[src/rtl/mct_pkg.sv]
package mct_pkg;

    localparam int ADDR_W = 4;

    localparam logic [ADDR_W-1:0] A_CTRL = 4'd0;
    localparam logic [ADDR_W-1:0] A_SRC  = 4'd1;
    localparam logic [ADDR_W-1:0] A_CAPC = 4'd2;
    localparam logic [ADDR_W-1:0] A_SLOT = 4'd3;
    localparam logic [ADDR_W-1:0] A_PINS = 4'd4;
    localparam logic [ADDR_W-1:0] A_PWM  = 4'd5;
    localparam logic [ADDR_W-1:0] A_IRQ  = 4'd6;
    localparam logic [ADDR_W-1:0] A_CMP0 = 4'd8;

    typedef enum logic [1:0] {
        SRC_CLK  = 2'b00,
        SRC_RISE = 2'b01,
        SRC_FALL = 2'b10,
        SRC_BOTH = 2'b11
    } src_e;

    typedef enum logic [1:0] {
        ACT_KEEP = 2'b00,
        ACT_LOW  = 2'b01,
        ACT_HIGH = 2'b10,
        ACT_FLIP = 2'b11
    } act_e;

    // slot control field, LSB first: irq, zero, stop
    typedef struct packed {
        logic stop;
        logic zero;
        logic irq;
    } slot_t;

    // capture control field, LSB first: rise, fall, irq
    typedef struct packed {
        logic irq;
        logic fall;
        logic rise;
    } capc_t;

    function automatic logic pin_next(act_e a, logic cur);
        case (a)
            ACT_LOW:  return 1'b0;
            ACT_HIGH: return 1'b1;
            ACT_FLIP: return ~cur;
            default:  return cur;
        endcase
    endfunction

    function automatic logic src_step(src_e s, logic r, logic f);
        case (s)
            SRC_CLK:  return 1'b1;
            SRC_RISE: return r;
            SRC_FALL: return f;
            default:  return r | f;
        endcase
    endfunction

endpackage

[src/rtl/mct_edge.sv]
module mct_edge #(
    parameter int STAGES = 2
) (
    input  logic clk,
    input  logic rst,
    input  logic din,
    output logic rise,
    output logic fall
);
    logic [STAGES-1:0] sync_q;
    logic              last_q;

    generate
        if (STAGES == 1) begin : g_one
            always_ff @(posedge clk) begin
                if (rst) sync_q <= '0;
                else     sync_q <= din;
            end
        end else begin : g_chain
            always_ff @(posedge clk) begin
                if (rst) sync_q <= '0;
                else     sync_q <= {sync_q[STAGES-2:0], din};
            end
        end
    endgenerate

    always_ff @(posedge clk) begin
        if (rst) last_q <= 1'b0;
        else     last_q <= sync_q[STAGES-1];
    end

    assign rise = sync_q[STAGES-1] & ~last_q;
    assign fall = ~sync_q[STAGES-1] & last_q;

endmodule

[src/rtl/mct_regs.sv]
module mct_regs
    import mct_pkg::*;
#(
    parameter int TW = 32,
    parameter int NM = 4
) (
    input  logic                   clk,
    input  logic                   rst,
    input  logic                   wr_en,
    input  logic [ADDR_W-1:0]      wr_addr,
    input  logic [TW-1:0]          wr_data,
    input  logic                   stop_req,
    output logic                   en,
    output logic                   hold,
    output src_e                   src,
    output capc_t                  capc,
    output slot_t [NM-1:0]         slot,
    output act_e  [NM-1:0]         act,
    output logic  [NM-2:0]         pwm_en,
    output logic  [NM-1:0][TW-1:0] cmp,
    output logic                   pin_ld,
    output logic  [NM-1:0]         pin_val,
    output logic  [NM:0]           pend_clr
);
    logic hit_ctrl;
    assign hit_ctrl = wr_en && (wr_addr == A_CTRL);

    always_ff @(posedge clk) begin
        if (rst) begin
            en     <= 1'b0;
            hold   <= 1'b0;
            src    <= SRC_CLK;
            capc   <= '0;
            slot   <= '0;
            act    <= {NM{ACT_KEEP}};
            pwm_en <= '0;
            cmp    <= '0;
        end else begin
            if (hit_ctrl) begin
                en   <= wr_data[0];
                hold <= wr_data[1];
            end else if (stop_req) begin
                en <= 1'b0;
            end
            if (wr_en && wr_addr == A_SRC)  src    <= src_e'(wr_data[1:0]);
            if (wr_en && wr_addr == A_CAPC) capc   <= capc_t'(wr_data[2:0]);
            if (wr_en && wr_addr == A_PWM)  pwm_en <= wr_data[NM-2:0];
            for (int i = 0; i < NM; i++) begin
                if (wr_en && wr_addr == A_SLOT) slot[i] <= slot_t'(wr_data[3*i +: 3]);
                if (wr_en && wr_addr == A_PINS) act[i]  <= act_e'(wr_data[2*i +: 2]);
                if (wr_en && wr_addr == A_CMP0 + ADDR_W'(i)) cmp[i] <= wr_data;
            end
        end
    end

    assign pin_ld   = wr_en && (wr_addr == A_PINS);
    assign pin_val  = wr_data[2*NM +: NM];
    assign pend_clr = (wr_en && wr_addr == A_IRQ) ? wr_data[NM:0] : '0;


    stop_clear_chk: assert property (@(posedge clk) disable iff (rst)
        (stop_req && !hit_ctrl) |=> !en);

endmodule

[src/rtl/mct_counter.sv]
module mct_counter
    import mct_pkg::*;
#(
    parameter int TW = 32,
    parameter int NM = 4
) (
    input  logic                   clk,
    input  logic                   rst,
    input  logic                   en,
    input  logic                   hold,
    input  src_e                   src,
    input  logic                   rise,
    input  logic                   fall,
    input  logic                   cap_rise,
    input  logic                   cap_fall,
    input  logic [NM-1:0]          zero_m,
    input  logic [NM-1:0]          stop_m,
    input  logic                   pwm_on,
    input  logic [NM-1:0][TW-1:0]  cmp,
    output logic [TW-1:0]          tc_q,
    output logic [TW-1:0]          tc_nxt,
    output logic [TW-1:0]          cap_q,
    output logic [NM-1:0]          mev,
    output logic                   cev,
    output logic                   stop_req
);
    logic [NM-1:0] eq;
    logic          step;
    logic          zero_go;

    always_comb begin
        for (int i = 0; i < NM; i++) eq[i] = (tc_q == cmp[i]);
    end

    assign step     = en && !hold && src_step(src, rise, fall);
    assign mev      = step ? eq : '0;
    assign zero_go  = (|(mev & zero_m)) | (pwm_on & mev[NM-1]);
    assign stop_req = |(mev & stop_m);
    assign cev      = (cap_rise & rise) | (cap_fall & fall);

    always_comb begin
        if (hold || zero_go)        tc_nxt = '0;
        else if (stop_req || !step) tc_nxt = tc_q;
        else                        tc_nxt = tc_q + TW'(1);
    end

    always_ff @(posedge clk) begin
        if (rst) begin
            tc_q  <= '0;
            cap_q <= '0;
        end else begin
            tc_q <= tc_nxt;
            if (cev) cap_q <= tc_q;
        end
    end


    hold_zero_chk: assert property (@(posedge clk) disable iff (rst)
        hold |=> tc_q == '0);


    count_step_chk: assert property (@(posedge clk) disable iff (rst)
        (en && !hold && src == SRC_CLK && mev == '0) |=> tc_q == $past(tc_q) + TW'(1));


    match_zero_chk: assert property (@(posedge clk) disable iff (rst)
        ((mev & zero_m) != '0) |=> tc_q == '0);


    capture_chk: assert property (@(posedge clk) disable iff (rst)
        cev |=> cap_q == $past(tc_q));

endmodule

[src/rtl/mct_outputs.sv]
module mct_outputs
    import mct_pkg::*;
#(
    parameter int TW = 32,
    parameter int NM = 4
) (
    input  logic                   clk,
    input  logic                   rst,
    input  logic [NM-1:0]          mev,
    input  logic                   cev,
    input  logic [NM-1:0]          irq_m,
    input  logic                   cap_irq,
    input  act_e [NM-1:0]          act,
    input  logic [NM-2:0]          pwm_en,
    input  logic [NM-2:0][TW-1:0]  cmp_lo,
    input  logic [TW-1:0]          tc_nxt,
    input  logic                   pin_ld,
    input  logic [NM-1:0]          pin_val,
    input  logic [NM:0]            pend_clr,
    output logic [NM-1:0]          match_o,
    output logic [NM:0]            pend,
    output logic                   irq
);
    logic [NM-1:0] pin_q;
    logic [NM-2:0] pwm_q;

    always_ff @(posedge clk) begin
        if (rst) begin
            pin_q <= '0;
            pwm_q <= '0;
            pend  <= '0;
        end else begin
            for (int i = 0; i < NM; i++) begin
                if (pin_ld)      pin_q[i] <= pin_val[i];
                else if (mev[i]) pin_q[i] <= pin_next(act[i], pin_q[i]);
                pend[i] <= (pend[i] & ~pend_clr[i]) | (mev[i] & irq_m[i]);
            end
            for (int i = 0; i < NM-1; i++) pwm_q[i] <= (tc_nxt >= cmp_lo[i]);
            pend[NM] <= (pend[NM] & ~pend_clr[NM]) | (cev & cap_irq);
        end
    end

    genvar g;
    generate
        for (g = 0; g < NM; g++) begin : g_pin
            if (g < NM-1) begin : g_pwm
                assign match_o[g] = pwm_en[g] ? pwm_q[g] : pin_q[g];
            end else begin : g_ext
                assign match_o[g] = pin_q[g];
            end


            pend_set_chk: assert property (@(posedge clk) disable iff (rst)
                (mev[g] && irq_m[g]) |=> pend[g]);


            pin_keep_chk: assert property (@(posedge clk) disable iff (rst)
                (!pin_ld && !mev[g]) |=> pin_q[g] == $past(pin_q[g]));
        end
    endgenerate

    assign irq = |pend;

endmodule

[src/rtl/mctimer.sv]
module mctimer
    import mct_pkg::*;
#(
    parameter int TW = 32,
    parameter int NM = 4,
    parameter int SYNC_STAGES = 2
) (
    input  logic              clk,
    input  logic              rst,
    input  logic              wr_en,
    input  logic [ADDR_W-1:0] wr_addr,
    input  logic [TW-1:0]     wr_data,
    input  logic              cap_in,
    output logic [NM-1:0]     match_o,
    output logic              irq_o,
    output logic [TW-1:0]     tc_o,
    output logic [TW-1:0]     cap_o,
    output logic [NM:0]       pend_o
);
    logic                  en, hold, stop_req, rise, fall, cev, pin_ld;
    src_e                  src;
    capc_t                 capc;
    slot_t [NM-1:0]        slot;
    act_e  [NM-1:0]        act;
    logic  [NM-2:0]        pwm_en;
    logic  [NM-1:0][TW-1:0] cmp;
    logic  [NM-1:0]        pin_val, mev, irq_m, zero_m, stop_m;
    logic  [NM:0]          pend_clr;
    logic  [TW-1:0]        tc_nxt;

    genvar g;
    generate
        for (g = 0; g < NM; g++) begin : g_mask
            assign irq_m[g]  = slot[g].irq;
            assign zero_m[g] = slot[g].zero;
            assign stop_m[g] = slot[g].stop;
        end
    endgenerate

    mct_regs #(.TW(TW), .NM(NM)) u_regs (
        .clk(clk), .rst(rst), .wr_en(wr_en), .wr_addr(wr_addr), .wr_data(wr_data),
        .stop_req(stop_req), .en(en), .hold(hold), .src(src), .capc(capc),
        .slot(slot), .act(act), .pwm_en(pwm_en), .cmp(cmp),
        .pin_ld(pin_ld), .pin_val(pin_val), .pend_clr(pend_clr)
    );

    mct_edge #(.STAGES(SYNC_STAGES)) u_edge (
        .clk(clk), .rst(rst), .din(cap_in), .rise(rise), .fall(fall)
    );

    mct_counter #(.TW(TW), .NM(NM)) u_cnt (
        .clk(clk), .rst(rst), .en(en), .hold(hold), .src(src),
        .rise(rise), .fall(fall), .cap_rise(capc.rise), .cap_fall(capc.fall),
        .zero_m(zero_m), .stop_m(stop_m), .pwm_on(|pwm_en), .cmp(cmp),
        .tc_q(tc_o), .tc_nxt(tc_nxt), .cap_q(cap_o), .mev(mev), .cev(cev),
        .stop_req(stop_req)
    );

    mct_outputs #(.TW(TW), .NM(NM)) u_out (
        .clk(clk), .rst(rst), .mev(mev), .cev(cev), .irq_m(irq_m),
        .cap_irq(capc.irq), .act(act), .pwm_en(pwm_en), .cmp_lo(cmp[NM-2:0]),
        .tc_nxt(tc_nxt), .pin_ld(pin_ld), .pin_val(pin_val), .pend_clr(pend_clr),
        .match_o(match_o), .pend(pend_o), .irq(irq_o)
    );

endmodule

[config.mk]
export PLATFORM = sky130hd
export DESIGN_NAME = mctimer
export DESIGN_NICKNAME = d
export VERILOG_FILES = /design/src/rtl/mct_pkg.sv /design/src/rtl/mct_edge.sv /design/src/rtl/mct_regs.sv /design/src/rtl/mct_counter.sv /design/src/rtl/mct_outputs.sv /design/src/rtl/mctimer.sv
export SDC_FILE = /design/constraint.sdc
export NUM_CORES = 1
export LEC_CHECK = 0
export BUFFER_PORTS_ARGS = -buffer_cell sky130_fd_sc_hd__buf_4
export CAP_MARGIN = 20
export CORE_UTILIZATION = 65
export DETAILED_ROUTE_END_ITERATION = 16
export PLACE_DENSITY = 0.85
export RECOVER_POWER = 100
export SETUP_SLACK_MARGIN = 0.4
export SLEW_MARGIN = 10
export SYNTH_ARGS = -nofsm -noshare
export SYNTH_HDL_FRONTEND = slang
export SYNTH_HIERARCHICAL = 1
export SYNTH_SLANG_ARGS = --single-unit
[constraint.sdc]
create_clock -name clk -period 11.8 [get_ports clk]
set_clock_uncertainty 0.15 [all_clocks]
set_input_delay 1.18 -clock clk [delete_from_list [all_inputs] [get_ports clk]]
set_output_delay 1.18 -clock clk [all_outputs]
set_load 0.01 [all_outputs]
### After elaboration in Yosys (flattened, before gate mapping)

Index checks and enable logic that the tools add are counted.

| storage, ports and cells | value |
|---|---|
| register bits | 237 |

| operators by class | value |
|---|---|
| $lt $le $gt $ge | 3 |
| add/subtract/negate cells | 1 |
| reduce and logical (&&, ||, !) cells | 36 |
| bitwise operators | 36 |
| mux-type cells | 22 |
| eq/ne operators | 28 |

Operators by type and width:

| cell | count |
|---|---|
| $eq 32x32->1 | 4 |
| $ge 32x32->1 | 3 |
| $mux 32 | 2 |
| $add 32x1->32 const B | 1 |
| $eq 2x2->1 const B | 9 |
| $eq 4x4->1 const B | 4 |
| $reduce_bool 4->1 | 4 |
| $and 1x1->1 | 15 |
| $pmux 1 s3 | 5 |
| $logic_and 1x1->1 | 13 |
| $mux 1 | 13 |
| $eq 4x3->1 const B | 3 |
| $not 1->1 | 11 |
| $eq 2x1->1 const B | 5 |
| $reduce_bool 2->1 | 5 |
| $and 4x4->4 | 2 |
| $eq 4x2->1 const B | 2 |
| $or 1x1->1 | 8 |
| $reduce_and 2->1 | 4 |
| $reduce_or 4->1 | 2 |
| $mux 5 | 1 |
| $reduce_or 5->1 | 1 |
| $eq 4x1->1 const B | 1 |
| $logic_not 4->1 | 1 |
| 5 further kinds | 7 |

### Longest topological paths before layout

| logic depth | value |
|---|---|
| word-level depth | 12 |
| gate-level depth with buffers | 17 |
| gate-level depth less buffers | 15 |

### Modules after synthesis

Netlist, hierarchy kept.

Modules (own cells, without submodules):

| module | area each (um^2) | cells each | instances |
|---|---|---|---|
| mct_regs | 6322.3 | 573 | 1 |
| mct_counter | 4939.7 | 647 | 1 |
| mct_outputs | 2991.6 | 399 | 1 |
| mct_edge | 91.3 | 8 | 1 |
| mctimer | 6.3 | 1 | 1 |

### Least setup slack after synthesis

No wires, ideal clock.

| path | value |
|---|---|
| kind | reg-to-reg |
| start | register u_cnt.tc_q[24] |
| end | register u_out.pwm_q[0] |
| slack | 8.036 ns |
| cell stages (with the launch flop) | 17 |
| setup time | 0.120 ns |
| path buffers | 3 |
| arrival time | 3.494 ns |
| required time | 11.530 ns |
| cell sequence | dfxtp_1 buf_2 xnor2_1 nand4_1 or4_1 nor3_2 a311o_2 buf_6 buf_6 o31ai_1 a21oi_1 ha_1 and4_1 a31o_2 a221o_1 a21oi_1 o21ai_1 |

| between the ends | value |
|---|---|
| word-level cells in the longest chain between the ends | 8 |
| elaborated cells between the ends (all ways) | 17 |

Ends and longest elaborated chain:

| element | RTL line | text |
|---|---|---|
| from (decl) | mct_counter.sv:20 | `output logic [TW-1:0] tc_q,` |
| from (signal assigned) | mct_counter.sv:52 | `tc_q <= tc_nxt;` |
| $eq 32x32->1 | mct_counter.sv:32 | `for (int i = 0; i < NM; i++) eq[i] = (tc_q == cmp[i]);` |
| $mux 4 (*) | mct_counter.sv:36 | `assign mev = step ? eq : '0;` |
| $and 4x4->4 (on tied branches) | mct_counter.sv:38, mct_counter.sv:37 |  |
| $reduce_or 4->1 (on tied branches) | mct_counter.sv:38, mct_counter.sv:37 |  |
| $logic_or 1x1->1 / $or 1x1->1 (equally long branches) | mct_counter.sv:43, mct_counter.sv:37 |  |
| $mux 32 / $logic_or 1x1->1 (equally long branches) | mct_counter.sv:43, mct_counter.sv:42 |  |
| $mux 32 (*) | mct_counter.sv:42 | `if (hold \|\| zero_go) tc_nxt = '0;` |
| net tc_nxt[13] | mctimer.sv:29 | `logic [TW-1:0] tc_nxt;` |
| $ge 32x32->1 (*) | mct_outputs.sv:38 | `for (int i = 0; i < NM-1; i++) pwm_q[i] <= (tc_nxt >= cmp_lo[i]);` |
| to (signal assigned) | mct_outputs.sv:30 | `pwm_q <= '0;` |
| to (decl) | mct_outputs.sv:25 | `logic [NM-2:0] pwm_q;` |

The timed path passes the listed nets; every way through them passes the cells marked *.
A chain may end at the register's enable or synchronous reset.

==> metrics.txt <==
gr ovfl total=0; Post-Synth Adder-Cell Area=~9%; Critical Path AT=about 8100 ps; Worst R2R Start=u_cnt/tc_q[28]; Post-synth EDFFs=0; row cnt=53; post-synthesis sequential area ratio=33.06%; power share of the combinational group=under 10%; final setup fails=0; first-pass GRT wire length=68080 um; RR Endpoint=u_out/pwm_q[1]; placed cell areas=15050 um2; Die Span Y=between 150 and 200 um; DRC Markers=0; top_reg_cell synth=dfxtp_1; asr flop ratio synth=0%; worst slew pin tran=3206 ps; status=finished with violations; Fin. Hold Viols=0; Final nets=1816; Ys Warns=6; post-layout util=73.32%; # clock sinks=237; Syn-to-layout area delta=9.094%; hpwl dp=between 30000 and 40000 um; 1st-pass router iterations=8; compound-cell area share of the yosys netlist=9.608%; Syn Inst Count=between 1500 and 2000; Hold Path Class=reg -> reg; sw power=421.5 uW; final instance area=15660 um2; Max clock buf depth=3; Final Max Tran Viols=366; Hold Buf Count CTS=0; CTS Buf Count=25; H-Tree Depth=1; largest area contributor in the netlist=dfxtp_1; Leak Pwr=0.006798 uW; DRT Wirelength=45640 um; count leader, synth=dfxtp_1; Starting Density=67.21%; Setup crit start=rst; Fmax achieved=0.1268 GHz; Synth top area share=between 30% and 40%; CP endpoint kind=flip-flop; simple-gate portion of the synthesized area=22.02%; largest net degree at the start of global routing=86; initial antenna violation count=0; Core Region=21350 um2; Die ar.=roughly 23000 um2; Max Cap Violations=7; Power per Cell Area=112.7 nW/um2; GP Congestion=0.9840; Synth top cells by count=dfxtp_1 (237), nand2b_1 (196), mux2i_1 (160), a21oi_1 (136), nand2_1 (120); # IOs=114; worst-path fanout max=85; critical path class=in -> reg; reg-to-reg slack, setup=6390 ps; Tmin final=7889 ps; die width=150.6 um; Syn Area/Cell=approximately 8.8 um2; Synth Area in XOR/XNOR=7.812%; CTS tree=built; PortBufs=113; worst hold stages=2; Seq pwr share=between 40 and 50%; largest family of logic cells by synthesized area=simple AND/OR/NAND/NOR gates; PostCTS Resize Cnt=0; RSZ-0062 raised after global routing=no; antenna viol nets, final=0; share of layout cells above drive strength 1=6.690%; Clk pin slew, worst setup/hold paths=70 ps; setup tns final=0 ps; vias in the first global route=11670; path depth of the worst reg2reg path=14; post-DR vias/cell=6.280; worst setup path endpoint=u_regs/slot[2]; diode count=0; main area contributors after synthesis=dfxtp_1 (33%), mux2i_1 (11%), ha_1 (9.0%); power share of the clock group=46.9%; mux share of post-synthesis cell area=11.39%; gr usage total=40.16%; CP startpoint kind=primary input; P_int=1343 uW; initial drt markers=1166; Worst EP required=12030 ps; routed length per instance=23.24 um; Relative slew margins=-113.8%; violated checks=capacitance limit, slew limit; Setup Buffers After CTS=0; clock latency on the worst-skew pair=540 ps; syn_nets=1771; cell area after synthesis=14350 um2; Peak supply drop=0.1284 mV; CTS root buf=clkbuf_16; via count=between 10000 and 15000; Yosys cell types=63; Synth Register Bits=around 240; Sw Ratio=around a quarter; Tcrit/Tclk final=66.86%
power by group through the flow:
stage | Sequential, uW | Combinational (uW) | Clock, uW
final | 820 | 117 | 827
after global routing | 820 | 123 | 865
after CTS | 820 | 112 | 832
after detailed placement | 837 | 111 | 0
after global placement | 837 | 110 | 0
after floorplan | 832 | 74.7 | 0
how the worst min path moves through the flow:
stage,start,endpoint
CTS,u_cnt/cap_q[0],u_cnt/cap_q[0]
floorplan,u_edge/sync_q[0],u_edge/sync_q[1]
detailed placement,u_edge/sync_q[0],u_edge/sync_q[1]
global placement,u_cnt/cap_q[15],u_cnt/cap_q[15]
finish,u_cnt/cap_q[15],u_cnt/cap_q[15]
global route,u_cnt/cap_q[25],u_cnt/cap_q[25]
layout make-up:
type                            count  area (um2)
Clock inverter                     13       161.4
Sequential cell                   237        4745
Clock buffer                       30       694.4
Timing Repair Buffer              126       681.9
Inverter                          116       435.4
Fill cell                        1681        5697
Tap cell                          275       344.1
Multi-Input combinational cell   1167        8594
layout by cell type (no fill, tap or decap), types with 3 or more instances in the layout:
master,count
o31ai_2,5
dfxtp_1,237
a21o_1,5
mux2i_1,160
nand4_1,50
clkinvlp_4,4
o22ai_1,4
clkinv_2,3
xor2_1,56
nand2_1,118
or3_1,5
buf_4,44
inv_1,115
and2_1,5
nand2b_1,196
clkbuf_16,25
clkbuf_8,5
bufinv_16,3
and4_1,14
nor2b_1,9
nand2_2,4
a221o_1,4
o31ai_1,25
ha_1,103
clkbuf_1,79
nor3_1,12
a221oi_1,7
o21a_1,3
nor2_1,19
nor4_1,23
xnor2_1,72
and3_1,13
or4_1,32
nand3_1,32
nand4b_1,3
a21oi_1,136
o21ai_0,12
cell families (layout without fill, tap and decap cells):
family | after synthesis | in the layout
muxes | 163 | 163
and+or+nand+nor | 550 | 550
buffers and inverters | 224 | 285
DFF | 237 | 237
AOI/OAI and AO/OA | 223 | 223
adders and majority gates | 103 | 103
xor gates and xnor gates | 128 | 128
routing by layer:
layer	routed length (um)	global-route usage, %	part of all wire, %	vias to the layer above
li1	-	-	-	5732
met2	20520	64.68	45	571
met4	1783	16.00	3.9	0
met5	0	0	0	-
met3	4357	7.848	9.5	107
met1	18980	52.67	42	5923
worst max-delay path, cell delays in order:
cell and delay [ps]:
clkbuf_1 1670, clkbuf_1 2370, clkbuf_1 2000, nand2b_1 620, mux2i_1 180
through the flow:
stage	hold WS, ps	power (uW)	setup slack [ps]	std cells
after global routing	323.9	1809	3339	1964
after detailed placement	288.1	948.7	6365	1918
after floorplan	263.8	906.9	8036	1628
after global placement	288.0	947.6	6379	1918
after CTS	304.0	1763	6331	1961
final	302.5	1764	3911	1964
state kept, by name (all words and copies together), names as in the netlist, 3 cells and up:
signal	count
u_out/pwm_q	3
u_out/pin_q	4
u_regs/cmp	128
u_cnt/cap_q	32
u_regs/pwm_en	3
u_out/pend	5
u_cnt/tc_q	32
u_regs/capc	3
u_regs/slot	12
u_regs/act	8
(Power assumes the default switching activity.)
